==> config.mk <==
export PLATFORM = sky130hd
export DESIGN_NAME = slot_adder_unit
export DESIGN_NICKNAME = d
export VERILOG_FILES = /design/src/rtl/sau_pkg.sv /design/src/rtl/sau_operand_regs.sv /design/src/rtl/sau_latency_timer.sv /design/src/rtl/sau_result_reg.sv /design/src/rtl/slot_adder_unit.sv
export SDC_FILE = /design/constraint.sdc
export NUM_CORES = 1
export LEC_CHECK = 0
export BUFFER_PORTS_ARGS = -buffer_cell sky130_fd_sc_hd__buf_2
export CORE_MARGIN = 2
export CORE_UTILIZATION = 35
export CTS_CLUSTER_SIZE = 8
export DETAILED_ROUTE_END_ITERATION = 10
export GPL_TIMING_DRIVEN = 1
export PLACE_DENSITY_LB_ADDON = 0.2
export SETUP_SLACK_MARGIN = 0.05
export SLEW_MARGIN = 15
export SYNTH_ARGS = -nofsm -noshare
export SYNTH_HDL_FRONTEND = slang
export SYNTH_SLANG_ARGS = --single-unit
==> constraint.sdc <==
create_clock -name clk -period 6.8 [get_ports clk]
set_input_delay 1.02 -clock clk [delete_from_list [all_inputs] [get_ports clk]]
set_output_delay 1.02 -clock clk [all_outputs]
set_load 0.01 [all_outputs]
==> src/rtl/sau_pkg.sv <==
package sau_pkg;
  typedef enum logic [1:0] {
    SLOT_OPND_X = 2'd0,
    SLOT_OPND_Y = 2'd1,
    SLOT_SPARE0 = 2'd2,
    SLOT_SPARE1 = 2'd3
  } sau_slot_e;
endpackage

==> src/rtl/sau_operand_regs.sv <==
module sau_operand_regs #(
  parameter int DATA_W = 32
) (
  input  logic              clk,
  input  logic              rst,
  input  logic              take_x,
  input  logic              take_y,
  input  logic [DATA_W-1:0] din,
  output logic [DATA_W-1:0] opnd_x,
  output logic [DATA_W-1:0] opnd_y
);
  always_ff @(posedge clk) begin
    if (rst) begin
      opnd_x <= '0;
      opnd_y <= '0;
    end else begin
      if (take_x) opnd_x <= din;
      if (take_y) opnd_y <= din;
    end
  end

  assert_x_hold_R9: assert property (@(posedge clk) disable iff (rst)
    !take_x |=> $stable(opnd_x));
endmodule

==> src/rtl/sau_latency_timer.sv <==
module sau_latency_timer #(
  parameter int LATENCY = 8
) (
  input  logic clk,
  input  logic rst,
  input  logic load,
  output logic busy,
  output logic finish
);
  localparam int CNT_W = $clog2(LATENCY + 1);
  localparam logic [CNT_W-1:0] RELOAD = CNT_W'(LATENCY);
  localparam logic [CNT_W-1:0] LAST   = CNT_W'(1);

  logic [CNT_W-1:0] remain;

  always_ff @(posedge clk) begin
    if (rst)              remain <= '0;
    else if (load)        remain <= RELOAD;
    else if (remain != 0) remain <= remain - LAST;
  end

  assign busy   = (remain != '0);
  assign finish = (remain == LAST) && !load;

  assert_reload_R8: assert property (@(posedge clk) disable iff (rst)
    load |=> remain == RELOAD);
  assert_count_down_R5: assert property (@(posedge clk) disable iff (rst)
    (busy && !load) |=> remain == CNT_W'($past(remain) - LAST));
endmodule

==> src/rtl/sau_result_reg.sv <==
module sau_result_reg #(
  parameter int DATA_W = 32
) (
  input  logic              clk,
  input  logic              rst,
  input  logic              capture,
  input  logic [DATA_W-1:0] sum_in,
  output logic [DATA_W-1:0] result
);
  always_ff @(posedge clk) begin
    if (rst)          result <= '0;
    else if (capture) result <= sum_in;
  end

  assert_result_hold_R7: assert property (@(posedge clk) disable iff (rst)
    !capture |=> $stable(result));
endmodule

==> src/rtl/slot_adder_unit.sv <==
module slot_adder_unit #(
  parameter int DATA_W  = 32,
  parameter int LATENCY = 8
) (
  input  logic              clk,
  input  logic              rst,
  input  logic              wr_valid,
  input  logic [1:0]        wr_addr,
  input  logic [DATA_W-1:0] wr_data,
  input  logic              rd_req,
  output logic              rd_ready,
  output logic [DATA_W-1:0] rd_data,
  output logic              busy
);
  import sau_pkg::*;

  function automatic logic [DATA_W-1:0] sau_sum(input logic [DATA_W-1:0] a,
                                                input logic [DATA_W-1:0] b);
    return a + b;
  endfunction

  logic              hit_x, hit_y, launch, restart, reload, done_evt;
  logic [DATA_W-1:0] opnd_x, opnd_y, sum_now;

  assign hit_x   = wr_valid && (sau_slot_e'(wr_addr) == SLOT_OPND_X);
  assign hit_y   = wr_valid && (sau_slot_e'(wr_addr) == SLOT_OPND_Y);
  assign launch  = hit_y;
  assign restart = hit_x && busy;
  assign reload  = launch || restart;
  assign sum_now = sau_sum(opnd_x, opnd_y);

  sau_operand_regs #(.DATA_W(DATA_W)) opnd_i (
    .clk(clk), .rst(rst), .take_x(hit_x), .take_y(hit_y),
    .din(wr_data), .opnd_x(opnd_x), .opnd_y(opnd_y));

  sau_latency_timer #(.LATENCY(LATENCY)) timer_i (
    .clk(clk), .rst(rst), .load(reload), .busy(busy), .finish(done_evt));

  sau_result_reg #(.DATA_W(DATA_W)) res_i (
    .clk(clk), .rst(rst), .capture(done_evt), .sum_in(sum_now), .result(rd_data));

  assign rd_ready = !(rd_req && busy);

  assert_reset_idle_R1: assert property (@(posedge clk)
    rst |=> (!busy && rd_data == '0));
  assert_launch_busy_R3: assert property (@(posedge clk) disable iff (rst)
    launch |=> busy);
  assert_sum_on_done_R4: assert property (@(posedge clk) disable iff (rst)
    done_evt |=> rd_data == $past(sum_now));
  assert_idle_x_no_launch_R2: assert property (@(posedge clk) disable iff (rst)
    (hit_x && !busy) |=> !busy);
  assert_spare_ignored_R9: assert property (@(posedge clk) disable iff (rst)
    (wr_valid && wr_addr[1] && !busy) |=> !busy);
endmodule

==> Yosys cells after proc, flatten, opt, wreduce, memory -nomap -nowiden <==
Index checks and enable logic that the tools add are counted.
{ "op_classes": {"n_reduce_logical": 12, "eq_ne": 2, "mux": 2, "n_addsub": 2} }
{ "op_table": {"columns": ["operator", "n"], "rows": [
  ["32-bit adder", 1],
  ["4-bit two-way mux", 2],
  ["1-bit logical AND", 5],
  ["4-bit by 1-bit == test with 1-bit output, second input constant", 1],
  ["4-bit nonzero test", 1],
  ["4-bit by 1-bit subtractor with 4-bit output, second input constant", 1],
  ["2-bit by 1-bit == test with 1-bit output, second input constant", 1],
  ["1-bit zero test", 2],
  ["2-bit zero test", 1],
  ["2-bit nonzero test", 1],
  ["2-bit OR reduction", 1],
  ["1-bit logical OR", 1]
]} }
{ "totals": {"out_inout_bits": 34, "input_bits": 38, "wordCells": 23, "register_bits": 100} }

==> Depth between registers and ports, before layout <==
Gate-level depths: netlist of run 1.
{ "depth": {"depth_word": 6, "ltp_mapped": 11, "mapped_depth_nobuf": 10} }

==> By module <==
From an unflattened synthesis of run 1, not the netlist that was laid out.
{ "unflattened": {"cells_unflattened": 582, "hier_area_um2": 5504.0} }
{ "modules_own_cells": {"columns": ["module", "seq_area_each_um2", "cells_per_inst", "area_each_um2", "n_inst"], "rows": [
  ["sau_operand_regs", 1281.2, 207, 2339.7, 1],
  ["slot_adder_unit", 0.0, 248, 1773.0, 1],
  ["sau_result_reg", 640.6, 103, 1163.6, 1],
  ["sau_latency_timer", 80.1, 24, 227.7, 1]
]} }

==> Worst setup path after synthesis of run 1 <==
Ideal clock, no wire load.
{ "synth_timing": {"path_type": "input port to flip-flop", "start": "input wr_valid", "end": "register res_i.result[15]", "cell_stages": 8, "required_ps": 6671, "setup_ps": 129, "path_slack_ps": 4345, "arrival_ps": 2326, "n_path_buf": 3, "path_cell_list": "nor2b_1 o21ai_2 and3_1 buf_6 nand2b_1 clkbuf_1 clkbuf_1 o21ai_0"} }
{ "synth_via": {"elab_chain_cells": 5, "word_cells_on_any_way": 6, "cone_classes": "reduce/logical: 6"} }
{ "synth_rtl": {"columns": ["element", "line_no", "text"], "rows": [
  ["start, declared", "slot_adder_unit.sv:7", "input logic wr_valid,"],
  ["1-bit logical AND", "slot_adder_unit.sv:25", "assign hit_x = wr_valid && (sau_slot_e'(wr_addr) == SLOT_OPND_X);"],
  ["1-bit logical AND", "slot_adder_unit.sv:28", "assign restart = hit_x && busy;"],
  ["1-bit logical OR *", "slot_adder_unit.sv:29", "assign reload = launch || restart;"],
  ["1-bit zero test *", "sau_latency_timer.sv:23", "assign finish = (remain == LAST) && !load;"],
  ["1-bit logical AND *", "sau_latency_timer.sv:23", null],
  ["end signal, assigned", "sau_result_reg.sv:12", "else if (capture) result <= sum_in;"],
  ["end, declared", "sau_result_reg.sv:8", "output logic [DATA_W-1:0] result"]
]} }
Mark *: on every way between the ends. The rest lies on a longest branch, timed or not.
A chain may end at the register's enable or synchronous reset.

==> Worst setup path in the final report of run 1 <==
{ "layout_timing": {"start": "input wr_valid", "end": "register res_i.result[30]"} }
Same word-level chain as after synthesis.

==> metrics.txt, run 1 <==
final non-filler cell area 5930 sq um; Power Dens Cells 230 nW/um^2; ys flop type dfxtp_1; GRT overflow 0; #FFs+latches synth 100; area of placed instances 5650 sq um; Final ANT Viol Nets 0; hold_ws 0.449 ns; Max Clk Rate 0.335 GHz; GRT Total Usage 0.177; gpl congestion 0.877; Die Ht 126 um; Tightest Hold Check Type register to register; Gate power share 0.168; P&R area growth vs syn 13.3%; post-CTS sizing 0; compound-cell area share of the yosys netlist 0.220; first-pass GRT wire length 23.0 mm; Simple-Gate Fraction of Synth Area 0.222; CTS H-tree lvls 3; Setup Viol. Count Final 0; clock-pin slew of the registers on the worst-case setup and hold paths 0.07 ns; maximum vdd drop 127 uV; Initial DRT Pass Iterations 4; share of layout cells above drive strength 1 0.148; syn nets 743; Via Count 4686; endpoints failing hold 0; setup TNS 0 ns; nature of the critical path endpoint register; Ys Warns 0; row cnt 44; Final period util 0.439; syn_area_per_cell 7.80 sq um; outcome completed; drt first-iter violations 312; slew margin rel. 0.435; crit-path max FO 19; max_cap viols 0; Fin Clk Skew 0.00687 ns; Die Area 16000 sq um; clk root buf clkbuf_16; Layout Nets 788; Mapped Area 5240 sq um; Post-CTS Setup Bufs 0; dpl hpwl 10.2 mm; TritonCTS Sinks 100; RSZ-0062 raised after global routing false; Clk pwr share 0.361; power share of the sequential group 0.471; most common cell in the netlist nand2_1; Adder-Cell Fraction of Synth Area 0.0827; IO Count 72; vias in the first global route 4620; maximum buffer depth of the clock tree 2; Post-Route WL 13.7 mm; post-synth top area share 0.382; leading post-synthesis cells by cell area dfxtp_1, nand2_1, a21oi_1, ha_1, xor2_1; ant diodes 0; pin count of the biggest net entering global routing 83; Leak 2.41 nW; worst skew pair latency 0.35 ns; hold buffers post-CTS 0; number of synthesized flops with an enable pin 0; top post-synthesis cells by count nand2_1, a21oi_1, dfxtp_1; cell accounting for the most synthesized area dfxtp_1; Max Slew Vio Count 0; worst path required time 7.10 ns; Psw 0.000410 W; Total Power 0.00137 W; number of I/O port buffers 71; core footprint 14600 sq um; fin crit period 2.98 ns; fillcell total 1503; post-synthesis xor/xnor area fraction 0.0452; Sw Ratio 0.300; Worst EP arrival 3.28 ns; Seq/Total Area, Yosys 0.382; Core Util, Final 0.407; Inserted Clock Buffers 9; Slew @ Worst Pin 0.848 ns; vias per cell 5.18; post-synthesis mux area share 0.00382; synth unique cells 56; Mapped Cells 671; Chip Width 126 um; Int Pwr 0.000956 W; initial antenna violation count 0; Post-synth ARST share 0; drt drc 0; Starting Density 0.359; Worst setup SP type input port; largest family of logic cells by synthesized area simple AND/OR/NAND/NOR gates; Setup CP Type input port to register; wire per inst 15.1 um; CTS tree yes
-- placed cells by master (no fill, tap or decap), types with 3 or more instances in the layout --
master,instances
a211oi_1,10
a21boi_0,4
a21o_1,9
a21oi_1,109
a31oi_1,5
and2_1,6
and3_1,7
buf_2,71
buf_4,4
clkbuf_16,9
dfxtp_1,100
ha_1,33
inv_1,6
inv_6,3
nand2_1,187
nand2b_1,7
nand3_1,15
nand3b_1,3
nand4_1,10
nor2_1,14
nor3_1,5
o211ai_1,5
o21a_1,4
o21ai_0,23
o21ai_2,3
o22ai_1,3
xnor2_1,13
xor2_1,14
-- layer usage --
metal	GRT usage	wire, um	vias to the layer above
li1	-	-	2421
met1	0.249	7070	2167
met2	0.270	5880	82
met3	0.0325	504	16
met4	0.0659	247	0
met5	0	0	-
-- path summary, 6_finish.rpt --
| check | end | slack [ns] | depth (start not counted) | startpoint |
|---|---|---|---|---|
| max | res_i.result[30]$_SDFFE_PP0P_ | 3.82 | 7 | wr_valid |
| min | res_i.result[6]$_SDFFE_PP0P_ | 0.45 | 2 | res_i.result[6]$_SDFFE_PP0P_ |
| max reg2reg | res_i.result[30]$_SDFFE_PP0P_ | 3.89 | 8 | timer_i.remain[0]$_SDFFE_PP0N_ |
| min reg2reg | res_i.result[6]$_SDFFE_PP0P_ | 0.45 | 2 | res_i.result[6]$_SDFFE_PP0P_ |
-- registers in the layout, indices dropped and copies added, names as in the netlist --
signal / cells
opnd_i.opnd_x: 32
timer_i.remain: 4
res_i.result: 32
opnd_i.opnd_y: 32
-- metrics by stage --
step / worst slack, ns / cells
2_1_floorplan: 4.35 / 671
3_3_place_gp: 3.58 / 889
3_5_place_dp: 3.48 / 889
4_1_cts: 3.85 / 905
5_1_grt: 3.68 / 905
6_report: 3.82 / 905
-- cell type report --
class	instances	area [sq um]	area share
sequential	100	2000	0.337
multi-input combinational	524	3010	0.507
clock buffer	9	225	0.0380
tap	184	230	0.0388
inverter	6	22.5	0.00380
clock inverter	7	58.8	0.00991
timing repair buffer	75	385	0.0650
-- power by group through the flow --
stage | sequential (W) | clock (W) | combinational [W]
after floorplan | 0.000659 | 0 | 0.000157
after global placement | 0.000657 | 0 | 0.000225
after detailed placement | 0.000658 | 0 | 0.000231
after CTS | 0.000644 | 0.000509 | 0.000231
after global routing | 0.000648 | 0.000528 | 0.000254
final | 0.000644 | 0.000493 | 0.000230
-- cell families after synthesis --
family	count (synthesis)
AND/OR/NAND/NOR	268
AO/OA/AOI/OAI	193
flip-flops	100
buffers and inverters	47
adder cells (fa/ha/maj)	34
XOR/XNOR	27
multiplexers	2
-- critical path, stage by stage --
cell and delay (ns):
buf_2 0.09, nor2b_1 0.17, o21ai_2 0.10, and3_1 0.66, nand2b_1 0.51, or4_1 0.62, nand3_1 0.09
Note: power is estimated with default switching activity, not from simulation.
==> run 2, diff against run 1 <==
==> constraint.sdc (replaced) <==
create_clock -name clk -period 2.5 [get_ports clk]
set_input_delay 0.375 -clock clk [delete_from_list [all_inputs] [get_ports clk]]
set_output_delay 0.375 -clock clk [all_outputs]
set_load 0.01 [all_outputs]
==> run 2 against run 1 <==
- die area unchanged
- via count is 3.4% higher
- register-to-register slack worse by 3.8 ns
- global-route usage is 0.41 points higher
- critical endpoint is now res_i.result[18]$_SDFFE_PP0P_
==> metrics.txt, run 2 (synthesized netlist as in run 1, its figures left out) <==
crit-path max FO 4; GRT Total Usage 0.181; Post-Route WL 14.3 mm; number of I/O port buffers 71; Die Ht 126 um; FF-to-FF path depth 10; drt drc 0; slew margin rel. 0.635; P&R area growth vs syn 18.3%; first-pass GRT wire length 23.1 mm; Max Clk Rate 0.418 GHz; Slew @ Worst Pin 0.545 ns; most frequent cells in the layout nand2_1, a21oi_1, dfxtp_1, buf_2, ha_1; Inserted Clock Buffers 9; Die Area 16000 sq um; Layout Nets 809; R2R Setup Slk 0.11 ns; Starting Density 0.359; Via Count 4843; Worst EP arrival 2.62 ns; Hold Path Depth 3; wire per inst 15.5 um; maximum vdd drop 344 uV; worst r2r dst res_i.result[18]$_SDFFE_PP0P_; commonest non-fill, non-tap cell in the layout nand2_1; outcome completed; final non-filler cell area 6190 sq um; endpoints failing hold 0; ant diodes 0; Worst setup SP type register; Worst Hold End opnd_i.opnd_x[5]$_SDFFE_PP0P_; crit-path max cell delay 0.34 ns; vias per cell 5.24; fillcell total 1520; drt first-iter violations 272; RSZ-0062 raised after global routing true; final non-filler cell total 925; Power Dens Cells 621 nW/um^2; core footprint 14600 sq um; pin count of the biggest net entering global routing 44; dpl cells 908; cell at the slowest stage of the critical path fa_2; dpl ws -0.0636 ns; IO Count 72; gpl congestion 0.856; clk root buf clkbuf_16; Initial DRT Pass Iterations 6; worst path required time 2.73 ns; clock-pin slew of the registers on the worst-case setup and hold paths 0.07 ns; Top Metal Used met4; GRT overflow 0; nature of the critical path endpoint register; top flop regs opnd_i.opnd_x: 32 flops, opnd_i.opnd_y: 32 flops, res_i.result: 32 flops; dpl hpwl 10.6 mm; Hold Startpoint wr_data[5]; Final period util 0.958; Final ANT Viol Nets 0; worst r2r src opnd_i.opnd_y[0]$_SDFFE_PP0P_; fin crit period 2.39 ns; WL met2 6.48 mm; Leak 2.52 nW; maximum buffer depth of the clock tree 2; max_cap viols 0; TritonCTS Sinks 100; met3 WL 722 um; final setup margin 0.105 ns; CTS H-tree lvls 3; Max Slew Vio Count 0; Setup Viol. Count Final 0; Fin Clk Skew 0.00613 ns; area occupied by multi-input gates 3090 sq um; CTS tree yes; area of placed instances 5790 sq um; share of layout cells above drive strength 1 0.186; Setup CP Type register to register; register area 2000 sq um; wl on met1 6.91 mm; initial antenna violation count 0; CP dominant cell by count a21o_1; Chip Width 126 um; Tightest Hold Check Type input port to register; vias in the first global route 4520; row cnt 44; CP Cell Sequence ha_2 > fa_2 > a21o_1 > a31oi_4 > o21ai_2 > a21o_1 > o22a_4 > a31oi_2 > xor2_1 > o21ai_0; worst skew pair latency 0.35 ns
-- run 2: cell count changes in the layout (fill, tap and decap cells not counted), sizes merged --
cell	previous run	this run
clkbuf	9	12
bufinv	0	1
clkinv	2	1
clkinvlp	2	1
buf	75	96
inv	9	6
-- run 2: worst max path at each step --
stage / start / end / slack (ns) / cells after the start
after floorplan: opnd_i.opnd_y[0]$_SDFFE_PP0P_ / res_i.result[22]$_SDFFE_PP0P_ / 0.06 / 10
after global placement: opnd_i.opnd_y[0]$_SDFFE_PP0P_ / res_i.result[22]$_SDFFE_PP0P_ / -0.03 / 10
after detailed placement: opnd_i.opnd_y[0]$_SDFFE_PP0P_ / res_i.result[22]$_SDFFE_PP0P_ / -0.06 / 10
after CTS: opnd_i.opnd_y[4]$_SDFFE_PP0P_ / res_i.result[21]$_SDFFE_PP0P_ / 0.08 / 9
after global routing: opnd_i.opnd_y[4]$_SDFFE_PP0P_ / res_i.result[13]$_SDFFE_PP0P_ / 0.02 / 10
final: opnd_i.opnd_y[0]$_SDFFE_PP0P_ / res_i.result[18]$_SDFFE_PP0P_ / 0.11 / 10
-- run 2: through the flow --
step | util | hold slack (ns) | TNS [ns] | total power (W)
finish | 0.424 | 0.265 | 0 | 0.00384
global route | 0.424 | 0.259 | 0 | 0.00405
global placement | 0.397 | 0.438 | -0.0336 | 0.00245
detailed placement | 0.397 | 0.444 | -0.0960 | 0.00246
floorplan | - | 0.440 | 0 | 0.00222
CTS | 0.419 | 0.258 | 0 | 0.00388
-- run 2: area by class of cell --
class | instances | area share
clock buffer | 12 | 0.0414
clock inverter | 3 | 0.00748
inverter | 6 | 0.00364
multi-input combinational | 524 | 0.499
sequential | 100 | 0.323
tap | 184 | 0.0372
timing repair buffer | 96 | 0.0877
-- run 2: what timing repair did --
item	in CTS	in global routing
setup endpoints to repair	7	11
pin swaps	2	9
hold buffers	0	0
cloned	0	0
buffers inserted	0	2
resized for setup	4	16
-- run 2: worst max-delay path, delay by kind of cell, from the launching register on --
kind | cells | cell delay (ns)
fa+ha+maj | 2 | 0.53
flops | 1 | 0.32
compound gates | 7 | 1.26
xor+xnor | 1 | 0.16
-- run 2: layer usage --
metal	vias to the layer above	global-route usage
met4	0	0.0549
met1	2259	0.243
li1	2456	-
met2	112	0.289
met3	16	0.0434
met5	-	0
-- run 2: power by group --
| group | switching [W] | internal (W) |
|---|---|---|
| registers | 0.0000616 | 0.00169 |
| clock network | 0.000594 | 0.000827 |
| logic | 0.000418 | 0.000255 |
| total | 0.00107 | 0.00277 |
